<file path="config.mk">
export PLATFORM = sky130hd
export DESIGN_NAME = otp_mode_array
export DESIGN_NICKNAME = d
export VERILOG_FILES = /design/src/rtl/otp_pkg.sv /design/src/rtl/otp_ctrl.sv /design/src/rtl/otp_datapath.sv /design/src/rtl/otp_mode_array.sv
export SDC_FILE = /design/constraint.sdc
export NUM_CORES = 1
export LEC_CHECK = 0
export BUFFER_PORTS_ARGS = -buffer_cell sky130_fd_sc_hd__buf_2
export CORE_MARGIN = 10
export CORE_UTILIZATION = 63
export DETAILED_ROUTE_END_ITERATION = 8
export PLACE_DENSITY = 0.78
export SYNTH_ARGS = -nofsm -noshare
export SYNTH_HDL_FRONTEND = slang
export SYNTH_HIERARCHICAL = 1
export SYNTH_SLANG_ARGS = --single-unit
</file>
<file path="constraint.sdc">
create_clock -name clk -period 2.63 [get_ports clk]
set_input_delay 0.526 -clock clk [delete_from_list [all_inputs] [get_ports clk]]
set_output_delay 0.526 -clock clk [all_outputs]
set_load 0.02 [all_outputs]
</file>
<file path="src/rtl/otp_pkg.sv">
package otp_pkg;

  typedef enum logic [2:0] {
    MODE_STANDBY,
    MODE_INHIBIT,
    MODE_OUTOFF,
    MODE_READ,
    MODE_IDENT,
    MODE_PROGRAM,
    MODE_VERIFY,
    MODE_CONFLICT
  } otpMode_e;

  typedef struct packed {
    logic driveOut;
    logic selId;
    logic writeEn;
  } otpStrobe_t;

  localparam logic [7:0] ID_MAKER  = 8'h1C;
  localparam logic [7:0] ID_PART   = 8'h02;
  localparam logic [7:0] ID_CONT   = 8'h7F;

endpackage

</file>
<file path="src/rtl/otp_ctrl.sv">
module otp_ctrl
  import otp_pkg::*;
(
  input  logic       clk,
  input  logic       rstN,
  input  logic       chipEnN,
  input  logic       outEnN,
  input  logic       progStrobeN,
  input  logic       progSupply,
  input  logic       idVoltage,
  output otpMode_e   mode,
  output otpStrobe_t strobes
);

  logic strobeWasHigh;

  always_comb begin
    if (chipEnN) begin
      mode = progSupply ? MODE_INHIBIT : MODE_STANDBY;
    end else if (progSupply) begin
      unique case ({outEnN, progStrobeN})
        2'b10:   mode = MODE_PROGRAM;
        2'b01:   mode = MODE_VERIFY;
        2'b11:   mode = MODE_OUTOFF;
        default: mode = MODE_CONFLICT;
      endcase
    end else if (outEnN) begin
      mode = MODE_OUTOFF;
    end else begin
      mode = idVoltage ? MODE_IDENT : MODE_READ;
    end
  end

  always_ff @(posedge clk or negedge rstN) begin
    if (!rstN) strobeWasHigh <= 1'b1;
    else       strobeWasHigh <= progStrobeN;
  end

  always_comb begin
    strobes.driveOut = (mode == MODE_READ) || (mode == MODE_VERIFY) ||
                       (mode == MODE_IDENT);
    strobes.selId    = (mode == MODE_IDENT);
    strobes.writeEn  = (mode == MODE_PROGRAM) && strobeWasHigh;
  end

endmodule

</file>
<file path="src/rtl/otp_datapath.sv">
module otp_datapath
  import otp_pkg::*;
#(
  parameter int ADDR_W = 6
) (
  input  logic              clk,
  input  logic              rstN,
  input  otpStrobe_t        strobes,
  input  logic [ADDR_W-1:0] addr,
  input  logic [7:0]        dataIn,
  output logic [7:0]        dataOut,
  output logic              dataOe
);

  localparam int DEPTH = 1 << ADDR_W;

  logic [7:0] cells [DEPTH];
  logic [7:0] arrayByte;
  logic [7:0] idByte;

  for (genvar w = 0; w < DEPTH; w++) begin : g_word
    always_ff @(posedge clk or negedge rstN) begin
      if (!rstN)
        cells[w] <= 8'hFF;
      else if (strobes.writeEn && (addr == ADDR_W'(w)))
        cells[w] <= cells[w] & dataIn;
    end
  end

  assign arrayByte = cells[addr];

  always_comb begin
    if (!addr[1])     idByte = ID_CONT;
    else if (addr[0]) idByte = ID_PART;
    else              idByte = ID_MAKER;
  end

  always_comb begin
    dataOe  = strobes.driveOut;
    if (!strobes.driveOut) dataOut = 8'h00;
    else if (strobes.selId) dataOut = idByte;
    else dataOut = arrayByte;
  end

endmodule

</file>
<file path="src/rtl/otp_mode_array.sv">
module otp_mode_array
  import otp_pkg::*;
#(
  parameter int ADDR_W = 6
) (
  input  logic              clk,
  input  logic              rstN,
  input  logic              chipEnN,
  input  logic              outEnN,
  input  logic              progStrobeN,
  input  logic              progSupply,
  input  logic              idVoltage,
  input  logic [ADDR_W-1:0] addr,
  input  logic [7:0]        dataIn,
  output logic [7:0]        dataOut,
  output logic              dataOe
);

  otpMode_e   mode;
  otpStrobe_t strobes;

  otp_ctrl ctrl_i (
    .clk         (clk),
    .rstN        (rstN),
    .chipEnN     (chipEnN),
    .outEnN      (outEnN),
    .progStrobeN (progStrobeN),
    .progSupply  (progSupply),
    .idVoltage   (idVoltage),
    .mode        (mode),
    .strobes     (strobes)
  );

  otp_datapath #(.ADDR_W(ADDR_W)) dp_i (
    .clk     (clk),
    .rstN    (rstN),
    .strobes (strobes),
    .addr    (addr),
    .dataIn  (dataIn),
    .dataOut (dataOut),
    .dataOe  (dataOe)
  );

endmodule

</file>
======== Yosys cells after proc, flatten, opt, wreduce, memory -nomap -nowiden ========
Cells that the tools add are included.
word-level totals
  word-level logic and storage cells ...... 282
  bits in latches ......................... 0
  ROM bits ................................ 0
  register bits after elaboration ......... 513
  memories kept ........................... 0
  output and inout port bits .............. 9
  bits in writable memories ............... 0
cells by class
  multipliers ............................. 0
  bitwise gates (word level) .............. 65
  multiplexer cells ....................... 13
  eq/ne operators ......................... 70
  $add $sub $neg .......................... 0
  divide/modulo/power cells ............... 0
  shift-type cells ........................ 0
  magnitude comparators ................... 1
  reductions and logical operators ........ 68
operators with widths
  cell                                                                   number
  8-bit AND                                                              64
  6-bit equality test, second input constant                             32
  6-bit by 5-bit equality test with 1-bit output, second input constant  16
  1-bit logical AND                                                      65
  8-bit binary-select mux with 6-bit select                              1
  6-bit by 4-bit equality test with 1-bit output, second input constant  8
  8-bit 2-to-1 mux                                                       5
  6-bit by 3-bit equality test with 1-bit output, second input constant  4
  6-bit by 2-bit equality test with 1-bit output, second input constant  2
  3-bit 2-to-1 mux                                                       4
  3-bit equality test, second input constant                             3
  3-bit case mux with 3 select lines                                     1
  7-bit >= comparator, second input constant                             1
  6-bit inverter with 7-bit output                                       1
  6-bit by 1-bit equality test with 1-bit output, second input constant  1
  6-bit logical NOT                                                      1
  5-bit 2-to-1 mux                                                       1
  2-bit equality test, second input constant                             2
  3-bit by 2-bit equality test with 1-bit output, second input constant  1
  2-bit by 1-bit equality test with 1-bit output, second input constant  1
  1-bit logical OR                                                       2
  1-bit 2-to-1 mux                                                       1

======== Logic depth before layout (Yosys ltp) ========
Gate-level depths: netlist of run 1.
  depth after elaboration ................. 8
  mapped depth ............................ 10

======== By module ========
The synthesis of run 1 kept the hierarchy.
by module, submodules not included
  module        instances  area each (µm²)  cells an instance  seq. area each (µm²)
  otp_datapath  1          22345.2          1614               13452.9
  otp_ctrl      1          117.6            13                 26.3

======== Worst setup path before layout of run 1 ========
No wires, ideal clock.
  path kind ............................... in2out
  from .................................... input port addr[0]
  to ...................................... output port dataOut[6]
  arrival ................................. 2110 ps
  stages .................................. 8
  setup slack ............................. -6 ps
  required time ........................... 2104 ps
  cells stage by stage .................... buf_6 > buf_6 > buf_4 > mux4_2 > a22oi_1 > o21ai_0 > o211ai_1 > nand3_1
between the ends
  word-level cells in the longest chain between the ends .. 6
RTL lines
  item                                                    line                  source
  start, declared                                         otp_mode_array.sv:13  input logic [ADDR_W-1:0] addr,
  6-bit inverter with 7-bit output (implied by the code)  otp_datapath.sv:30    assign arrayByte = cells[addr];
  8-bit binary-select mux with 6-bit select               otp_datapath.sv:30
  8-bit 2-to-1 mux (implied by the code) (2 in series)    otp_datapath.sv:30
  8-bit 2-to-1 mux                                        otp_datapath.sv:41    else if (strobes.selId) dataOut = idByte;
  8-bit 2-to-1 mux                                        otp_datapath.sv:40    if (!strobes.driveOut) dataOut = 8'h00;
  end, declared                                           otp_mode_array.sv:15  output logic [7:0] dataOut,
Every way passes these cells. The select of a mux whose other input is x is not followed.

======== Worst setup path in the final report of run 1 ========
  from .................................... register dp_i/cells[289] in the netlist's numbering
  to ...................................... output port dataOut[1]
between the ends
  word-level cells in the longest chain between the ends .. 5
RTL lines
  item                                                  line                source
  start, declared                                       otp_datapath.sv:17  logic [7:0] cells [DEPTH];
  start signal, assigned by index                       otp_datapath.sv:26  cells[w] <= cells[w] & dataIn;
  8-bit binary-select mux with 6-bit select             otp_datapath.sv:30
  8-bit 2-to-1 mux (implied by the code) (2 in series)  otp_datapath.sv:30
  8-bit 2-to-1 mux                                      otp_datapath.sv:41
  8-bit 2-to-1 mux                                      otp_datapath.sv:40
Every way passes these cells. The select of a mux whose other input is x is not followed.

==> metrics.md, run 1 <==
| Metric | Value |
|---|---|
| Type of the worst setup path | reg -> out |
| Vias in the first global route | 15,500 |
| Critical path required time | 2.10 ns |
| Final Non-Filler Cells | 2,195 |
| Worst setup startpoint | dp_i/cells[289] |
| Port buffer count | 29 |
| Utilization after layout | 73.1% |
| CTS Buf Count | 50 |
| Critical Path Source Type | flip-flop |
| Cell Area, Synth | 0.0224 mm² |
| Vias after detailed routing | 14,500 |
| Layout net count | 1,718 |
| Syn Nets | 1,640 |
| Rows | 69 |
| GR Layer Usage met1 | 34.2% |
| Fin Hold WS | 0.0746 ns |
| Detailed Route WL | 56,900 µm |
| Syn. warnings | 6 |
| DR vias/cell | 6.58 |
| Worst hold path class | in -> reg |
| Pin count of the biggest net entering global routing | 92 |
| Initial Util | 63.5% |
| FF-to-FF path depth | 5 |
| Setup WS post-layout | -0.476 ns |
| Die ar. | 0.0435 mm² |
| Clock Latency Late Sink | 0.58 ns |
| GR Util met3 | 5.73% |
| Tcrit/Tclk final | 118% |
| Final ANT Viol Nets | 0 |
| Met2 usage | 41.7% |
| H-Tree Depth | 2 |
| Syn-to-layout area delta | 15.2% |
| Most used routing layer in global routing | met2 |
| CTS sink cnt | 513 |
| Fill cell count | 2,199 |
| Slew @ Worst Pin | 0.684 ns |
| Core ar. | 0.0353 mm² |
| Root Driver | clkbuf_16 |
| End of the worst register-to-register path | dp_i/cells[395] |
| N_diodes | 0 |
| Total negative slack | -2.26 ns |
| GPL Wtd Cong | 0.937 |
| Status | finished with violations |
| Global-route usage over all layers | 26.1% |
| CTS tree | yes |
| Antenna violations before repair | 1 |
| Hold Vio Cnt, Final | 0 |
| P_leak | 9.79 nW |
| Syn Area/Cell | 13.8 µm² |
| Share of post-route cells with drive strength above 1 | 51.2% |
| Failing checks | setup timing |
| Die height | 209 µm |
| Worst Setup End Kind | output port |
| Wire per inst | 25.9 µm |
| Worst r2r src | ctrl_i/strobeWasHigh |
| Largest fanout on the critical path | 2 |
| Post-synthesis cell count | 1,619 |
| Die Span X | 209 µm |
| Global-route wire length before repair | 89,600 µm |
| Max-slew violations | 0 |
| Placed Cells | 2,105 |
| Iter 0 DRT Violations | 1,129 |
| RSZ-0062 raised after global routing | yes |
| Peak supply drop | 0.000559 V |
| I/O Pins | 30 |
| Relative slew slack | 54.3% |
| CP Data Arrival Time | 2.58 ns |
| Post-route DRC | 0 |
| Pwr Density | 626 mW/mm² |
| CTS clk-pin slew, worst paths | 0.06 ns |
| Post-Route Skew | 0.0163 ns |
| Worst setup path endpoint | dataOut[1] |
| Highest clock rate | 0.322 GHz |
| CTS max path bufs | 3 |
| Post-DP HPWL | 37,700 µm |
| Gr ovfl total | 0 |
| Max Cap Violations | 0 |
| Fin crit period | 3.11 ns |
| Pre-Repair DR Iteration Count | 5 |
| R2r setup slk | 0.56 ns |
| Final setup vio count | 8 |
[report_power, final]
part | leakage [nW] | switching [mW] | total (mW) | internal [mW]
Combinational | 3.69 | 0.678 | 1.01 | 0.328
Sequential | 5.29 | 0.000171 | 7.94 | 7.94
Clock | 0.813 | 2.91 | 7.21 | 4.30
[how the worst min path moves through the flow]
stage                     from              endpoint  slack (ns)  cells past startpoint
2_1_floorplan             rstN  ctrl_i/strobeWasHigh        0.38                      0
3_3_place_gp   dp_i/cells[346]       dp_i/cells[346]        0.44                      1
3_5_place_dp   dp_i/cells[290]       dp_i/cells[290]        0.45                      1
4_1_cts            progStrobeN  ctrl_i/strobeWasHigh        0.06                      1
5_1_grt            progStrobeN  ctrl_i/strobeWasHigh        0.06                      1
6_report           progStrobeN  ctrl_i/strobeWasHigh        0.07                      1
[critical path, stage by stage, from the launching register on]
cell	delay [ns]
dfstp_2	0.38
mux4_2	0.46
mux4_2	0.52
o221a_1	0.27
o21ai_2	0.08
a31oi_4	0.14
buf_6	0.16
[metal layers]
metal  vias up  share of wire (%)
met1      7646                 41
li1       6131                  -
met4         2                3.6
met5         -              0.023
met2       544                 48
met3       129                7.5
[flip-flops by register name (all words and copies together), names as in the netlist]
name and count:
ctrl_i/strobeWasHigh 1, dp_i/cells 512
[timing repair]
action                                  in CTS  in global routing
gates cloned                                 1                  0
gates resized for setup                     90                 21
hold buffers                                 0                  0
endpoints found under the setup margin       8                  8
pin swaps                                   17                  5
buffers inserted                             1                  0
[per-stage QoR]
stage	cell area (µm²)	worst slack, ns	total power [mW]
after detailed placement	23700	-0.435	8.98
after global placement	23700	-0.416	8.97
after CTS	25700	-0.514	16.2
after global routing	25800	-0.528	16.7
final	25800	-0.476	16.2
after floorplan	22400	0.000544	8.50
[placed cells by master, fill, tap and decap left out, drive strengths merged, types with 2 or more instances in the layout]
cell type and instances:
nand3b 2, nor2b 10, o211ai 7, nand2b 6, bufinv 3, inv 2
nor4 2, and2 2, o21ai 21, o22ai 18, a22oi 66, buf 146
nor2 14, mux4 75, and3 2, nand3 13, a211oi 3, mux2 15
clkinv 3, mux2i 102, a31oi 2, nand2 92, o21a 512, dfstp 513
clkinvlp 2, clkbuf 81, nor3 8, nor3b 2
[layout make-up]
class / count / area (µm²) / area share [%]
tap: 461 / 577 / 2.23
multi-input combinational: 984 / 8670 / 33.6
inverter: 2 / 7.51 / 0.0291
clock buffer: 81 / 1550 / 6.01
timing repair buffer: 146 / 1420 / 5.50
clock inverter: 8 / 120 / 0.465
sequential: 513 / 13500 / 52.2
Note: power is estimated with default switching activity, not from simulation.
==> run 2: changes to the inputs <==
--- a/config.mk
+++ b/config.mk
@@ -5,12 +5,15 @@
 export SDC_FILE = /design/constraint.sdc
 export NUM_CORES = 1
 export LEC_CHECK = 0
+export ABC_AREA = 1
 export BUFFER_PORTS_ARGS = -buffer_cell sky130_fd_sc_hd__buf_2
 export CORE_MARGIN = 10
 export CORE_UTILIZATION = 63
 export DETAILED_ROUTE_END_ITERATION = 8
 export PLACE_DENSITY = 0.78
+export SKIP_LAST_GASP = 1
 export SYNTH_ARGS = -nofsm -noshare
 export SYNTH_HDL_FRONTEND = slang
 export SYNTH_HIERARCHICAL = 1
 export SYNTH_SLANG_ARGS = --single-unit
+export TNS_END_PERCENT = 20
==> run 2 against run 1 <==
Worst setup slack gained 0.32 ns; combinational power grew 25%; the run still ends with setup timing left; die area grew 6.7%; sequential share of layout area shrank 3.5 points; wire length grew 24%; global-route usage grew 3.7 points; critical path type unchanged; largest cell class unchanged; highest routed layer is now met4; first-iteration DRC count grew 100%; via count grew 37%; register-to-register slack lost 0.10 ns; synthesized area grew 7.5%.
==> metrics.md, run 2 <==
| Metric | Value |
|---|---|
| Flops & latches, synth | 513 |
| Share of post-route cells with drive strength above 1 | 31.2% |
| Utilization after layout | 73.5% |
| PnR Total Power | 17.1 mW |
| Synth top area share | 56.0% |
| Wire per inst | 20.8 µm |
| Vias after detailed routing | 19,800 |
| Pre-Repair DR Iteration Count | 6 |
| Global-route wire length before repair | 110,000 µm |
| Multi-input logic area | 0.00923 mm² |
| Die ar. | 0.0464 mm² |
| Die Span X | 216 µm |
| Critical path required time | 2.10 ns |
| WP depth | 13 |
| Largest stage delay, worst path | 0.52 ns |
| N_diodes | 0 |
| DR vias/cell | 5.83 |
| Clock Latency Late Sink | 0.60 ns |
| Max FFs per register | 512 |
| Antenna violations before repair | 0 |
| Gr ovfl total | 0 |
| CTS tree | yes |
| CP Data Arrival Time | 2.26 ns |
| Post-route DRC | 0 |
| Crit-path most repeated cell | nand2_1 |
| Placed instance area | 0.0255 mm² |
| FF+latch area | 0.0135 mm² |
| Slew @ Worst Pin | 0.669 ns |
| Detailed Route WL | 70,600 µm |
| Synth Flop Type | dfstp_2 |
| Post-synth EDFFs | 0 |
| Most flops, register | dp_i/cells |
| Post-DP HPWL | 45,500 µm |
| Worst hold path class | in -> reg |
| Final ANT Viol Nets | 0 |
| End of the worst register-to-register path | dp_i/cells[130] |
| Ys async rst share | 100% |
| Max-slew violations | 0 |
| Commonest cells after routing, fill and taps aside | nand2_1 (1,052), dfstp_2 (513), a21boi_0 (294) |
| Highest clock rate | 0.359 GHz |
| Cell Area, Synth | 0.0241 mm² |
| Fin Hold WS | 0.0475 ns |
| Slowest CP cell | dfstp_2 |
| Layout net count | 2,862 |
| Fin crit period | 2.78 ns |
| Worst setup path endpoint | dataOut[2] |
| Largest fanout on the critical path | 2 |
| Family with the most delay on the worst path | simple AND/OR/NAND/NOR gates |
| RSZ-0062 raised after global routing | yes |
| Iter 0 DRT Violations | 2,314 |
| Commonest non-fill, non-tap cell in the layout | nand2_1 |
| Post-Route Skew | 0.0247 ns |
| Failing checks | setup timing |
| Worst r2r src | ctrl_i/strobeWasHigh |
| Rows | 71 |
| Biggest regs | dp_i/cells x512, ctrl_i/strobeWasHigh x1 |
| Syn Area/Cell | 8.67 µm² |
| Vias in the first global route | 19,700 |
| Peak supply drop | 0.000528 V |
| Fill cell count | 2,775 |
| Worst setup startpoint | dp_i/cells[26] |
| Post-synthesis cell count | 2,778 |
| Syn-to-layout area delta | 15.0% |
| Max Cap Violations | 0 |
| Total negative slack | -1.03 ns |
| Global-route usage over all layers | 29.7% |
| R2r setup slk | 0.46 ns |
| Buffers and inverters on the worst path | 2 |
| Status | finished with violations |
| Setup WS post-layout | -0.154 ns |
| Hold Vio Cnt, Final | 0 |
| I/O Pins | 30 |
| Tcrit/Tclk final | 106% |
| Type of the worst setup path | reg -> out |
| Top post-synthesis cells by count | nand2_1 (1,077), dfstp_2 (513), a21boi_0 (294) |
| Core ar. | 0.0377 mm² |
| Critical Path Source Type | flip-flop |
| Final instance area | 0.0277 mm² |
| Port buffer count | 29 |
| Root Driver | clkbuf_16 |
| H-Tree Depth | 2 |
| CTS Buf Count | 53 |
| Die height | 216 µm |
| Syn. warnings | 6 |
| Cell Chain, Critical Path | inv_1, o21ai_0, nand2_1, nand2_1, nand2_1, nand2_1, nor2_1, nor2_1, nor2_1, nand2_1, nand2_1, nand2_2, buf_6 |
| CTS max path bufs | 3 |
| Most common cell in the synthesized netlist | nand2_1 |
| Sequential area share after synthesis | 56.0% |
| Pin count of the biggest net entering global routing | 101 |
| GPL Wtd Cong | 1.02 |
| FF-to-FF path depth | 7 |
| CTS clk-pin slew, worst paths | 0.06 ns |
| Final setup vio count | 8 |
| Worst Setup End Kind | output port |
| Netlist cell types | 26 |
| Initial Util | 63.9% |
| Leading area contributor after synthesis | dfstp_2 |
| Relative slew slack | 55.3% |
| Pwr Density | 618 mW/mm² |
| Syn Nets | 2,799 |
| P_leak | 13.1 nW |
| CTS sink cnt | 513 |
| Ranking of synthesized cells by area | dfstp_2 (56%), nand2_1 (17%), a21boi_0 (9.2%) |
run 2: cell types whose count changed in the layout (fill, tap and decap cells not counted), sizes merged, moves of 18 or more:
cell	previous run	this run
mux2i	102	0
o22ai	18	0
a22oi	66	0
o21ai	21	189
nand2	92	1083
a21boi	0	328
a21oi	1	121
nor2	14	147
o21a	512	0
inv	2	220
mux4	75	0
run 2: worst min path at each step:
stage / startpoint / endpoint / slack, ns / cells past startpoint
6_report: progStrobeN / ctrl_i/strobeWasHigh / 0.05 / 1
2_1_floorplan: rstN / ctrl_i/strobeWasHigh / 0.38 / 0
3_5_place_dp: dp_i/cells[43] / dp_i/cells[43] / 0.44 / 2
3_3_place_gp: dp_i/cells[360] / dp_i/cells[360] / 0.44 / 2
5_1_grt: progStrobeN / ctrl_i/strobeWasHigh / 0.04 / 1
4_1_cts: progStrobeN / ctrl_i/strobeWasHigh / 0.03 / 1
run 2: report_power, final:
part	total (mW)	switching [mW]	internal, mW
combinational	1.26	0.915	0.347
sequential	8.00	0.00892	7.99
clock	7.87	3.17	4.70
run 2: kinds of logic (layout without fill, tap and decap cells):
logic type | count (synthesis) | count (layout) | share of synthesized area (%)
buffers and inverters | 366 | 472 | 6.48
flip-flops | 513 | 513 | 56.0
AO/OA/AOI/OAI | 638 | 638 | 16.7
AND/OR/NAND/NOR | 1261 | 1261 | 20.8
run 2: stage by stage:
stage / setup WS [ns] / instances
5_1_grt: -0.223 / 3395
4_1_cts: -0.133 / 3390
6_report: -0.154 / 3395
3_3_place_gp: -0.275 / 3291
3_5_place_dp: -0.266 / 3291
2_1_floorplan: 0.279 / 2778
run 2: routing by layer:
layer / global-route usage [%] / vias up / part of all wire (%)
li1: - / 8905 / -
met1: 40.6 / 9767 / 41
met2: 46.4 / 939 / 46
met3: 4.97 / 174 / 9.3
met4: 12.3 / 0 / 3.9
met5: 0 / - / 0
run 2: layout make-up:
class	instances	area share, %
clock buffer	72	5.45
multi-input combinational	1899	33.3
tap	511	2.31
clock inverter	26	1.14
timing repair buffer	153	6.08
inverter	221	3.03
sequential	513	48.7
run 2: repair_timing:
action / CTS / global route
cloned: 1 / 4
endpoints found under the setup margin: 8 / 8
pin swaps: 17 / 22
hold buffers: 0 / 0
buffers inserted: 0 / 1
gates resized for setup: 67 / 65
